### src/rtl/clkdiv_pkg.sv
package clkdiv_pkg;
  typedef enum logic {
    OUT_PULSE  = 1'b0,
    OUT_SQUARE = 1'b1
  } out_mode_e;

  localparam int unsigned MIN_RATIO = 2;
endpackage

### src/rtl/clkdiv_term.sv
// Derives the terminal count from the ratio and the output style.
module clkdiv_term
  import clkdiv_pkg::*;
#(
  parameter int unsigned W = 16
) (
  input  logic [W-1:0] ratio,
  input  out_mode_e    mode,
  output logic [W-1:0] term
);
  localparam logic [W-1:0] LOW_LIMIT = W'(MIN_RATIO);

  logic [W-1:0] full_n;
  logic [W-1:0] half_n;

  always_comb begin
    // clamp ratios below two
    full_n = (ratio < LOW_LIMIT) ? LOW_LIMIT : ratio;
    half_n = full_n >> 1;
    term   = (mode == OUT_SQUARE) ? (half_n - W'(1)) : (full_n - W'(1));
  end

  always_comb begin
    a_r1_half_nonzero : assert (half_n != '0);
  end
endmodule

### src/rtl/clkdiv_count.sv
// Binary counter on the rising edge. The clear flip-flop on the falling edge
// captures the decoded terminal state.
module clkdiv_count #(
  parameter int unsigned W = 16
) (
  input  logic         clk,
  input  logic         rst,
  input  logic [W-1:0] term,
  output logic         clr_q
);
  logic [W-1:0] cnt;

  always_ff @(posedge clk) begin
    if (rst)        cnt <= '0;
    else if (clr_q) cnt <= '0;
    else            cnt <= cnt + W'(1);
  end

  // Registered clear: one full clock wide, never straight from the gate
  always_ff @(negedge clk) begin
    if (rst) clr_q <= 1'b0;
    else     clr_q <= (cnt >= term);
  end

  a_r4_restart_zero : assert property (@(posedge clk) disable iff (rst)
    clr_q |=> (cnt == '0));

  a_r4_clear_single : assert property (@(posedge clk) disable iff (rst)
    (clr_q && term != '0 && $stable(term)) |=> !clr_q);

  a_r7_reset_count : assert property (@(posedge clk)
    rst |=> (cnt == '0));
endmodule

### src/rtl/clkdiv_out.sv
// Output stage: a one-cycle pulse register or a toggle flip-flop.
module clkdiv_out
  import clkdiv_pkg::*;
(
  input  logic      clk,
  input  logic      rst,
  input  out_mode_e mode,
  input  logic      clr_q,
  output logic      div_out
);
  logic pulse_q;
  logic tog_q;

  always_ff @(posedge clk) begin
    if (rst) begin
      pulse_q <= 1'b0;
      tog_q   <= 1'b0;
    end else begin
      pulse_q <= clr_q;
      if (clr_q) tog_q <= ~tog_q;
    end
  end

  assign div_out = (mode == OUT_SQUARE) ? tog_q : pulse_q;

  a_r3_pulse_single : assert property (@(posedge clk) disable iff (rst)
    (mode == OUT_PULSE && pulse_q) |=> !pulse_q);

  a_r5_toggle_flip : assert property (@(posedge clk) disable iff (rst)
    clr_q |=> (tog_q != $past(tog_q)));

  a_r7_reset_low : assert property (@(posedge clk)
    rst |=> !div_out);
endmodule

### src/rtl/clkdiv_decoded.sv
module clkdiv_decoded
  import clkdiv_pkg::*;
#(
  parameter int unsigned RATIO_W = 16
) (
  input  logic               clk,
  input  logic               rst,
  input  logic [RATIO_W-1:0] ratio,
  input  logic               square_mode,
  output logic               div_out
);
  out_mode_e          mode;
  logic [RATIO_W-1:0] term;
  logic               clr_q;

  assign mode = out_mode_e'(square_mode);

  clkdiv_term #(.W(RATIO_W)) u_term (
    .ratio (ratio),
    .mode  (mode),
    .term  (term)
  );

  clkdiv_count #(.W(RATIO_W)) u_count (
    .clk   (clk),
    .rst   (rst),
    .term  (term),
    .clr_q (clr_q)
  );

  clkdiv_out u_out (
    .clk     (clk),
    .rst     (rst),
    .mode    (mode),
    .clr_q   (clr_q),
    .div_out (div_out)
  );
endmodule

### config.mk
export PLATFORM = sky130hd
export DESIGN_NAME = clkdiv_decoded
export DESIGN_NICKNAME = d
export VERILOG_FILES = /design/src/rtl/clkdiv_pkg.sv /design/src/rtl/clkdiv_term.sv /design/src/rtl/clkdiv_count.sv /design/src/rtl/clkdiv_out.sv /design/src/rtl/clkdiv_decoded.sv
export SDC_FILE = /design/constraint.sdc
export NUM_CORES = 1
export LEC_CHECK = 0
export ABC_AREA = 1
export BUFFER_PORTS_ARGS = -buffer_cell sky130_fd_sc_hd__buf_4
export CORE_MARGIN = 3
export CORE_UTILIZATION = 62
export CTS_CLUSTER_DIAMETER = 120
export DETAILED_ROUTE_END_ITERATION = 16
export GPL_TIMING_DRIVEN = 0
export PLACE_DENSITY = 0.84
export SLEW_MARGIN = 20
export SYNTH_ARGS = -nofsm -noshare
export SYNTH_HDL_FRONTEND = slang
export SYNTH_SLANG_ARGS = --single-unit
### constraint.sdc
create_clock -name clk -period 6.4 [get_ports clk]
set_input_delay 1.28 -clock clk [delete_from_list [all_inputs] [get_ports clk]]
set_output_delay 1.28 -clock clk [all_outputs]
set_load 0.02 [all_outputs]
After elaboration in Yosys (flattened, before gate mapping):

Cells that the tools add are included.

* $lt $le $gt $ge: 2
* muxes and demuxes: 3
* add/sub/neg operators: 3
* reduce and logical (&&, ||, !) cells: 1
* bitwise operators: 1

Operator list (count)
* 16-bit two-way mux: 2
* 16-bit by 1-bit adder with 16-bit output (second input constant): 1
* 16-bit >= comparator: 1
* 16-bit by 2-bit < comparator with 1-bit output (second input constant): 1
* 15-bit by 1-bit subtractor with 16-bit output (second input constant): 1
* 16-bit by 1-bit subtractor with 16-bit output (second input constant): 1
* 2-bit OR reduction: 1
* 1-bit two-way mux: 1
* 1-bit inverter: 1

* output and inout port bits: 1
* bits in registers: 19
* input bits: 19
* word-level logic and storage cells: 14

Logic depth before layout (Yosys ltp):

Gate-level depths: netlist of run 1.

* depth after elaboration: 5
* depth in mapped cells: 23
* depth with buffers taken out: 23

Modules after synthesis:

Synthesis of run 1 repeated with hierarchy kept, for this count alone.

* cell total of the unflattened synthesis: 305
* area total of the unflattened synthesis: 1901.8 µm²

Modules (own cells, without submodules)
* clkdiv_count: sequential area each 340.3 µm², times used 1, area an instance 1144.8 µm², cells each 162
* clkdiv_term: sequential area each 0.0 µm², times used 1, area an instance 676.9 µm², cells each 131
* clkdiv_out: sequential area each 40.0 µm², times used 1, area an instance 80.1 µm², cells each 12

==> qor.yml, run 1 <==
final_area_mm2: 0.00219
final_cells: 342
diodes: 0
initialDrtViolationCount: 107
cts.sinks: 19
reg2reg_to: "u_count.clr_q$_SDFF_NP0_"
seq_area_frac_synth: 0.214
core-area_mm2: 0.00259
layout_commonest_cell: "nand2_1"
combPwrFrac: 0.320
die_area_mm2: 0.00354
place_area_mm2: 0.00196
power.density_mw_per_mm2: 125
outcome: "complete, but fails checks"
cts_buffer_depth: 2
crit_slowest_cell: "ha_1"
pwr-share-seq: 0.443
post-route-util: 0.847
layout_common_cells: "nand2_1 (60), inv_1 (40), nor2_1 (24)"
rr_startpoint: "u_count.cnt[7]$_SDFF_PP0_"
synth_top_cell_by_area: "dfxtp_1"
ys_types: 31
setup.worst_path.end_class: "flip-flop"
synth_top_area_share: 0.214
globalRouteOverflowTotal: 0
initial_utilization: 0.686
track_usage: 0.244
crit_end: "u_count.clr_q$_SDFF_NP0_"
setup_slack_ns: -0.181
grt_setup_unrepaired: "yes"
antenna_found_initial: 0
die_x_um: 59.5
routed_wl_mm: 4.20
switching_share: 0.334
vias_per_cell: 5.49
worstMarginPinSlew_ns: 0.470
hp-class: "reg -> reg"
hpwl_mm: 2.91
drt_pass1_iterations: 5
path_clk_slew_ns: 0.12
synth_area_leaders: "dfxtp_1 (21%), nand2_1 (14%), ha_1 (13%)"
grt_pass1_wl_mm: 6.66
setup_viol_count_final: 1
fin_tns_setup_ns: -0.181
ioPinCount: 20
r2r_setup_slack_ns: 1.80
crit_top_cell: "nand2_2"
numCtsBuffers: 3
yosys_register_bits: 19
p_leak_nw: 1.03
maxSlewHeadroom: 0.684
critical_path.cell_chain: "buf_4, nor2_2, nand2_1, nor2_2, nand2_2, nand3_2, nand2_2, inv_2, ha_4, inv_4, nor2_4, nand3_4, nor2_4, buf_4, xor2_1, inv_1, ha_1, nand2_2, o21a_1, nor2_1, nor2_1, nand3_1, nand2_1, inv_1"
syn_inst: 279
drcViolationCount: 0
nets: 350
critPathMaxStageDelay_ns: 0.28
io_buffers: 19
yosys_warnings: 0
hold_viol_final: 0
gp_congestion: 0.819
critPathKind: "in -> reg"
cts_tree: "yes"
routedWlPerCell_um: 12.3
num_rows: 18
fp.dieH_um: 59.5
worst_setup_path_start_kind: "input port"
htree_levels: 1
violations: "negative setup slack"
p_sw_mw: 0.0915
drv_cap: 0
syn-cell-area_mm2: 0.00178
drv_slew: 0
intPower_mw: 0.183
clock_latency_ns: 0.36
root_buffer: "clkbuf_4"
num_vias: 1877
clock_skew_ns: 0.0633
vdd_drop_max_v: 0.000138
crit_start: "ratio[6]"
min_from: "u_count.cnt[0]$_SDFF_PP0_"
cp_max_fo: 4
pwr-share-clk: 0.237
synth_nets: 316
crit_arrival_ns: 3.64
drive_above_1_share: 0.231
detail-route-antenna-nets: 0
syn2layout_area_growth_pct: 23.5
grt_max_degree: 12
grt_pass1_vias: 1648
placedCellCount: 328
avgSynthCellArea_um2: 6.37
required_ns: 3.46
rr_worst_depth: 8
-- kinds of logic (layout without fill, tap and decap cells) --
family                     after synthesis  after routing  share of synthesized area
DFF                                     19             19                      0.214
AOI/OAI and AO/OA                       44             44                      0.146
xor gates and xnor gates                10             10                     0.0493
and+or+nand+nor                        140            140                      0.349
adders and majority gates               18             18                      0.127
buffers and inverters                   48             81                      0.115
-- state kept, by name, summed over array words and instances (netlist names) --
| register | cells |
|---|---|
| u_count.cnt | 16 |
| u_count.clr_q | 1 |
| u_out.pulse_q | 1 |
| u_out.tog_q | 1 |
-- Yosys cell counts --
| cell type | n |
|---|---|
| a21oi_1 | 16 |
| a221oi_1 | 1 |
| a31oi_1 | 1 |
| and3_1 | 1 |
| buf_2 | 1 |
| buf_6 | 3 |
| clkbuf_1 | 1 |
| dfxtp_1 | 19 |
| ha_1 | 18 |
| inv_1 | 42 |
| inv_2 | 1 |
| nand2_1 | 65 |
| nand2_2 | 2 |
| nand3_1 | 12 |
| nand3_2 | 2 |
| nand4_1 | 8 |
| nor2_1 | 33 |
| nor2_2 | 3 |
| nor2_4 | 1 |
| nor3_1 | 10 |
| nor3_2 | 1 |
| o2111ai_1 | 1 |
| o21a_1 | 6 |
| o21ai_0 | 12 |
| o21ai_1 | 2 |
| o21ai_2 | 3 |
| o21bai_1 | 2 |
| or2_1 | 1 |
| or2_2 | 1 |
| xnor2_1 | 2 |
| xor2_1 | 8 |
-- layout make-up --
class,count,area (µm²)
multi-input combinational,212,1290
fill,178,397
sequential,19,380
timing repair buffer,29,255
inverter,42,160
buffer,5,42.5
tap,30,37.5
clock buffer,3,22.5
clock inverter,2,8.76
-- metrics by stage --
| step | hold WS, ns | setup WS (ns) | total power, mW |
|---|---|---|---|
| final | 0.475 | -0.181 | 0.274 |
| after global routing | 0.502 | -0.321 | 0.292 |
| after CTS | 0.477 | -0.167 | 0.269 |
| after detailed placement | 0.450 | -0.663 | 0.197 |
| after global placement | 0.443 | -0.665 | 0.196 |
| after floorplan | 0.430 | -0.185 | 0.176 |
-- worst max-delay path, delay by kind of cell --
kind                       cells  cell delay [ns]
buffers and inverters          6             0.44
xor gates and xnor gates       1             0.15
AOI/OAI and AO/OA              1             0.12
and+or+nand+nor               14             1.24
adders and majority gates      2             0.42
-- worst min path at each step --
stage	slack, ns	to	depth (start not counted)
floorplan	0.43	u_count.cnt[0]$_SDFF_PP0_	1
global placement	0.44	u_count.cnt[0]$_SDFF_PP0_	1
detailed placement	0.45	u_count.cnt[0]$_SDFF_PP0_	1
CTS	0.48	u_count.cnt[0]$_SDFF_PP0_	1
global route	0.50	u_count.cnt[0]$_SDFF_PP0_	1
finish	0.48	u_count.cnt[0]$_SDFF_PP0_	1
-- power groups by stage --
stage | logic [mW] | registers [mW] | clock network, mW
2_1_floorplan | 0.0503 | 0.124 | 0.00196
3_3_place_gp | 0.0698 | 0.124 | 0.00196
3_5_place_dp | 0.0711 | 0.124 | 0.00196
4_1_cts | 0.0808 | 0.121 | 0.0663
5_1_grt | 0.0976 | 0.122 | 0.0723
6_report | 0.0876 | 0.121 | 0.0650
-- timing repair --
action / in CTS / in global routing
resized for setup: 19 / 19
setup endpoints to repair: 1 / 1
hold buffers: 0 / 0
buffers inserted: 9 / 1
pin swaps: 20 / 18
-- per-layer routing --
| metal | global-route usage | vias to the layer above | wire length (µm) | part of all wire |
|---|---|---|---|---|
| li1 | - | 977 | - | - |
| met1 | 0.303 | 839 | 1780 | 0.42 |
| met2 | 0.415 | 48 | 2100 | 0.50 |
| met3 | 0.0566 | 13 | 223 | 0.053 |
| met4 | 0.0728 | 0 | 91 | 0.022 |
| met5 | 0 | - | 0 | 0 |
No activity file was read; power rests on OpenSTA's default activity.
==> run 2: changes to the inputs <==
CORE_ASPECT_RATIO = 0.5   (was not set)
==> run 2 against run 1 <==
  * Final cell count grew 0.88%
  * Non-clock buffer count is 4 lower
  * Sequential share of layout area down 0.54 points
  * The run still ends with negative setup slack left
  * Critical endpoint unchanged
  * Worst setup slack worse by 0.14 ns
==> qor.yml, run 2 (synthesized netlist as in run 1, its figures left out) <==
grt_pass1_wl_mm: 6.56  # -1.5%
grt_pass1_vias: 1525  # -7.5%
crit_slowest_cell: "ha_1"
diodes: 0  # unchanged
place_area_mm2: 0.00197  # +0.45%
track_usage: 0.236  # -0.00751
drv_cap: 0  # unchanged
power.density_mw_per_mm2: 131  # +5.2%
ioPinCount: 20  # unchanged
cts.sinks: 19  # unchanged
io_buffers: 19  # unchanged
total_power_mw: 0.298  # +8.5%
globalRouteOverflowTotal: 0  # unchanged
clock_skew_ns: 0.0652  # +0.00193 ns
routed_wl_mm: 4.73  # +13%
syn2layout_area_growth_pct: 27.4
worst_setup_path_start_kind: "input port"
layout_commonest_cell: "nand2_1"
num_vias: 1858  # -1.0%
htree_levels: 1  # unchanged
hp-class: "reg -> reg"
clock_latency_ns: 0.32  # -0.04 ns
worstMarginPinSlew_ns: 0.571  # +0.101 ns
setup_viol_count_final: 1  # unchanged
hold_buffers: 0  # unchanged
numCtsBuffers: 3  # unchanged
drive_above_1_share: 0.221  # -0.00999
fp.dieH_um: 43.9  # -26%
initial_utilization: 0.666  # -0.0199
outcome: "complete, but fails checks"
core-area_mm2: 0.00267  # +3.0%
hold_viol_final: 0  # unchanged
layout_common_cells: "nand2_1 (62), inv_1 (41), nor2_1 (26)"
required_ns: 3.41  # -0.05 ns
largest_reg_flops: 16  # unchanged
drt_pass1_iterations: 4  # -1
routedWlPerCell_um: 13.7  # +12%
post-route-util: 0.848  # +0.00164
maxSlewHeadroom: 0.617  # -0.0674
critPathMaxStageDelay_ns: 0.21  # -0.07 ns
cts_tree: "yes"
violations: "negative setup slack"
critical_path.cell_chain: "buf_6, nor2_2, nand2_1, nor2_2, nand2_2, nand3_2, nand2_2, inv_2, ha_4, inv_4, nor2_4, nand3_4, buf_6, nor3_4, xnor2_1, ha_1, a21oi_2, o21a_1, nor2_1, nor2_1, nand3_2, nand2_1, inv_1"
final_area_mm2: 0.00226  # +3.2%
path_clk_slew_ns: 0.07  # -0.05 ns
critPathKind: "in -> reg"
setup_slack_ns: -0.319  # -0.137 ns
cp_max_fo: 3  # -1
vias_per_cell: 5.39  # -1.9%
setup.worst_path.end_class: "flip-flop"
nets: 346  # -1.1%
root_buffer: "clkbuf_8"
antenna_found_initial: 0  # unchanged
die_x_um: 81.7  # +37%
vdd_drop_max_v: 0.000230  # +66%
crit_arrival_ns: 3.73  # +0.09 ns
drcViolationCount: 0  # unchanged
cts_buffer_depth: 2  # unchanged
detail-route-antenna-nets: 0  # unchanged
top_register: "u_count.cnt"
hpwl_mm: 3.06  # +5.3%
drv_slew: 0  # unchanged
p_leak_nw: 1.05  # +2.0%
grt_max_degree: 11  # -1
grt_setup_unrepaired: "yes"
gp_congestion: 0.876  # +6.9%
die_area_mm2: 0.00358  # +1.1%
num_rows: 13  # -5
initialDrtViolationCount: 119  # +11%
-- run 2: repair_timing --
item	CTS	global route
setup buffers	6	0
pin swaps	21	25
gates resized for setup	22	26
setup endpoints to repair	1	1
-- run 2: report_power, final --
part	total (mW)	switching, mW	internal, mW
logic	0.0914	0.0526	0.0388
registers	0.122	0.00162	0.120
clock network	0.0846	0.0412	0.0435
total	0.298	0.0954	0.202
-- run 2: per-layer routing --
layer / share of wire / GRT usage / wire length (µm) / up-vias
li1: - / - / - / 968
met1: 0.46 / 0.344 / 2180 / 805
met2: 0.44 / 0.382 / 2070 / 71
met3: 0.079 / 0.0270 / 375 / 14
met4: 0.022 / 0.0397 / 102 / 0
met5: 0 / 0 / 0 / -
-- run 2: layout make-up --
cell class | instances | area (µm²)
Buffer | 5 | 42.5
Sequential cell | 19 | 380
Timing Repair Buffer | 25 | 240
Inverter | 42 | 160
Clock buffer | 3 | 41.3
Multi-Input combinational cell | 212 | 1350
Clock inverter | 2 | 7.51
Tap cell | 37 | 46.3
Fill cell | 152 | 404
-- run 2: path summary, 6_finish.rpt --
kind	startpoint	endpoint	slack, ns	depth (start not counted)
hold / removal	u_count.cnt[0]$_SDFF_PP0_	u_count.cnt[0]$_SDFF_PP0_	0.47	1
setup reg to reg	u_count.cnt[9]$_SDFF_PP0_	u_count.clr_q$_SDFF_NP0_	1.77	8
hold reg to reg	u_count.cnt[0]$_SDFF_PP0_	u_count.cnt[0]$_SDFF_PP0_	0.47	1
setup / recovery	ratio[11]	u_count.clr_q$_SDFF_NP0_	-0.32	23
-- run 2: stage by stage --
step	instances	hold WS [ns]	TNS (ns)	worst slack, ns
2_1_floorplan	279	0.430	-0.185	-0.185
3_3_place_gp	335	0.437	-0.654	-0.654
3_5_place_dp	335	0.458	-0.720	-0.720
4_1_cts	345	0.472	-0.259	-0.259
5_1_grt	345	0.487	-0.498	-0.498
6_report	345	0.472	-0.319	-0.319
-- run 2: worst max-delay path: cells and delay by family --
| kind | cells | cell delay, ns |
|---|---|---|
| AO/OA/AOI/OAI | 2 | 0.30 |
| buffers and inverters | 5 | 0.41 |
| XOR/XNOR | 1 | 0.11 |
| adder cells (fa/ha/maj) | 2 | 0.35 |
| AND/OR/NAND/NOR | 13 | 1.27 |
==> run 3: changes to the inputs <==
CORE_UTILIZATION = 40   (was 62)
MAX_ROUTING_LAYER = met4   (was not set)
PLACE_DENSITY = not set   (was 0.84)
SETUP_SLACK_MARGIN = 0.4   (was not set)
==> run 3 against run 2 <==
  * The flow still finishes with violations (negative setup slack)
  * Die area rose by 49%
  * Final cell count rose by 5.2%
  * Design area fell by 2.7%
  * Largest cell class unchanged
==> qor.yml, run 3 (synthesized netlist as in run 1, its figures left out) <==
drv_cap: 0  # unchanged
wl_met3_um: 200  # -47%
top_layer: "met4"
grt_pass1_wl_mm: 6.98  # +6.3%
area.sequential_um2: 380  # unchanged
vdd_drop_max_v: 0.000101  # -56%
place_area_mm2: 0.00199  # +1.1%
p_leak_nw: 1.03  # -2.2%
met1_length_mm: 2.32  # +6.3%
fillers: 411  # +170%
cts.sinks: 19  # unchanged
routedWlPerCell_um: 11.4  # -17%
nets: 347  # +0.29%
globalRouteOverflowTotal: 0  # unchanged
hold_buffers: 0  # unchanged
multiInputGateArea_mm2: 0.00127  # -5.7%
routed_wl_mm: 4.15  # -12%
die_area_mm2: 0.00533  # +49%
io_buffers: 19  # unchanged
path_clk_slew_ns: 0.07  # about the same
num_rows: 16  # +3
track_usage: 0.170  # -0.0658
numCtsBuffers: 3  # unchanged
worst_setup_path_start_kind: "input port"
drcViolationCount: 0  # unchanged
outcome: "complete, but fails checks"
maxSlewHeadroom: 0.674  # +0.0579
layout_commonest_cell: "nand2_1"
root_buffer: "clkbuf_8"
power.density_mw_per_mm2: 133  # +1.3%
cp_max_fo: 4  # +1
grt_max_degree: 12  # +1
clock_skew_ns: 0.0639  # -0.00129 ns
fin_tns_setup_ns: -0.203  # +0.116 ns
largest_reg_flops: 16  # unchanged
setup_slack_ns: -0.203  # +0.116 ns
antenna_found_initial: 0  # unchanged
htree_levels: 1  # unchanged
drive_above_1_share: 0.197  # -0.0234
setup_viol_count_final: 1  # unchanged
ioPinCount: 20  # unchanged
hold_viol_final: 0  # unchanged
wl_met2_mm: 1.61  # -22%
hpwl_mm: 3.29  # +7.6%
diodes: 0  # unchanged
hold_slack_ns: 0.479  # +0.00698 ns
layout_common_cells: "nand2_1 (64), inv_1 (40), nor2_1 (28)"
fp.dieH_um: 53.1  # +21%
post-place-ws_ns: -0.726  # -0.00591 ns
initial_utilization: 0.435  # -0.231
cts_tree: "yes"
critPathMaxStageDelay_ns: 0.27  # +0.06 ns
crit_slowest_cell: "ha_1"
cts_buffer_depth: 2  # unchanged
drv_slew: 0  # unchanged
drt_pass1_iterations: 5  # +1
detail-route-antenna-nets: 0  # unchanged
syn2layout_area_growth_pct: 23.9
gp_congestion: 0.827  # -5.6%
setup.worst_path.end_class: "flip-flop"
core-area_mm2: 0.00408  # +53%
clock_latency_ns: 0.32  # about the same
grt_pass1_vias: 1592  # +4.4%
worstMarginPinSlew_ns: 0.485  # -0.0862 ns
hp-class: "reg -> reg"
vias_per_cell: 4.92  # -8.6%
die_x_um: 100  # +23%
final_area_mm2: 0.00220  # -2.7%
num_vias: 1787  # -3.8%
crit_arrival_ns: 3.62  # -0.11 ns
top_register: "u_count.cnt"
critPathKind: "in -> reg"
required_ns: 3.42  # about the same
crit_top_cell: "nand2_1"
initialDrtViolationCount: 44  # -63%
critical_path.cell_chain: "buf_6, nor2_4, nand2_1, nor2_1, nand2_1, nand3_1, nand2_1, inv_2, ha_4, inv_4, nor2_4, nand3_4, nor2_4, nand4_1, xor2_1, ha_1, nand4_1, nor2_1, nor2_1, nand3_2, nand2_1, inv_1"
grt_setup_unrepaired: "yes"
violations: "negative setup slack"
run 3: cell count changes in the layout (fill, tap and decap cells not counted), moves of 2 or more:
cell     delta
nor2_4      -3
nand2_2     -2
buf_8       -2
nor2_1      +2
nand2_1     +2
nor3_4      -2
ha_4        -2
buf_4       +3
ha_1        +2
run 3: cell type report:
class | instances | share of cell area
Clock inverter | 2 | 0.00398
Buffer | 5 | 0.0193
Timing Repair Buffer | 26 | 0.106
Tap cell | 54 | 0.0307
Inverter | 42 | 0.0727
Multi-Input combinational cell | 212 | 0.576
Sequential cell | 19 | 0.173
Clock buffer | 3 | 0.0188
run 3: where the power goes:
part | switching (mW) | internal, mW | leakage, nW | total, mW
Sequential | 0.00175 | 0.120 | 0.154 | 0.122
Clock | 0.0426 | 0.0441 | 0.0308 | 0.0867
Combinational | 0.0476 | 0.0374 | 0.841 | 0.0850
run 3: final timing paths:
kind	slack, ns	from	depth (start not counted)	endpoint
max	-0.20	ratio[13]	22	u_count.clr_q$_SDFF_NP0_
min	0.48	u_count.cnt[0]$_SDFF_PP0_	1	u_count.cnt[0]$_SDFF_PP0_
max reg2reg	1.79	u_count.cnt[7]$_SDFF_PP0_	8	u_count.clr_q$_SDFF_NP0_
min reg2reg	0.48	u_count.cnt[0]$_SDFF_PP0_	1	u_count.cnt[0]$_SDFF_PP0_
run 3: layer usage:
layer,vias to the layer above,track usage
met3,4,0.0303
met4,0,0.0291
li1,962,-
met2,30,0.268
met1,791,0.233
met5,-,-
run 3: repair_timing:
| item | 4_1_cts | 5_1_grt |
|---|---|---|
| hold endpoints to repair | 0 | 0 |
| gates resized for setup | 20 | 10 |
| endpoints found under the setup margin | 1 | 1 |
| buffers inserted | 6 | 1 |
| pin swaps | 23 | 20 |
run 3: stage by stage:
step           std cells  total power [mW]  utilization
6_report             363             0.293        0.539
5_1_grt              363             0.312        0.539
4_1_cts              362             0.291        0.528
3_5_place_dp         352             0.199        0.488
3_3_place_gp         352             0.197        0.488
2_1_floorplan        279             0.176            -
run 3: worst max-delay path, delay by kind of cell:
kind,cells,cell delay [ns]
AND/OR/NAND/NOR,15,1.48
buffers and inverters,4,0.23
XOR/XNOR,1,0.20
adder cells (fa/ha/maj),2,0.41
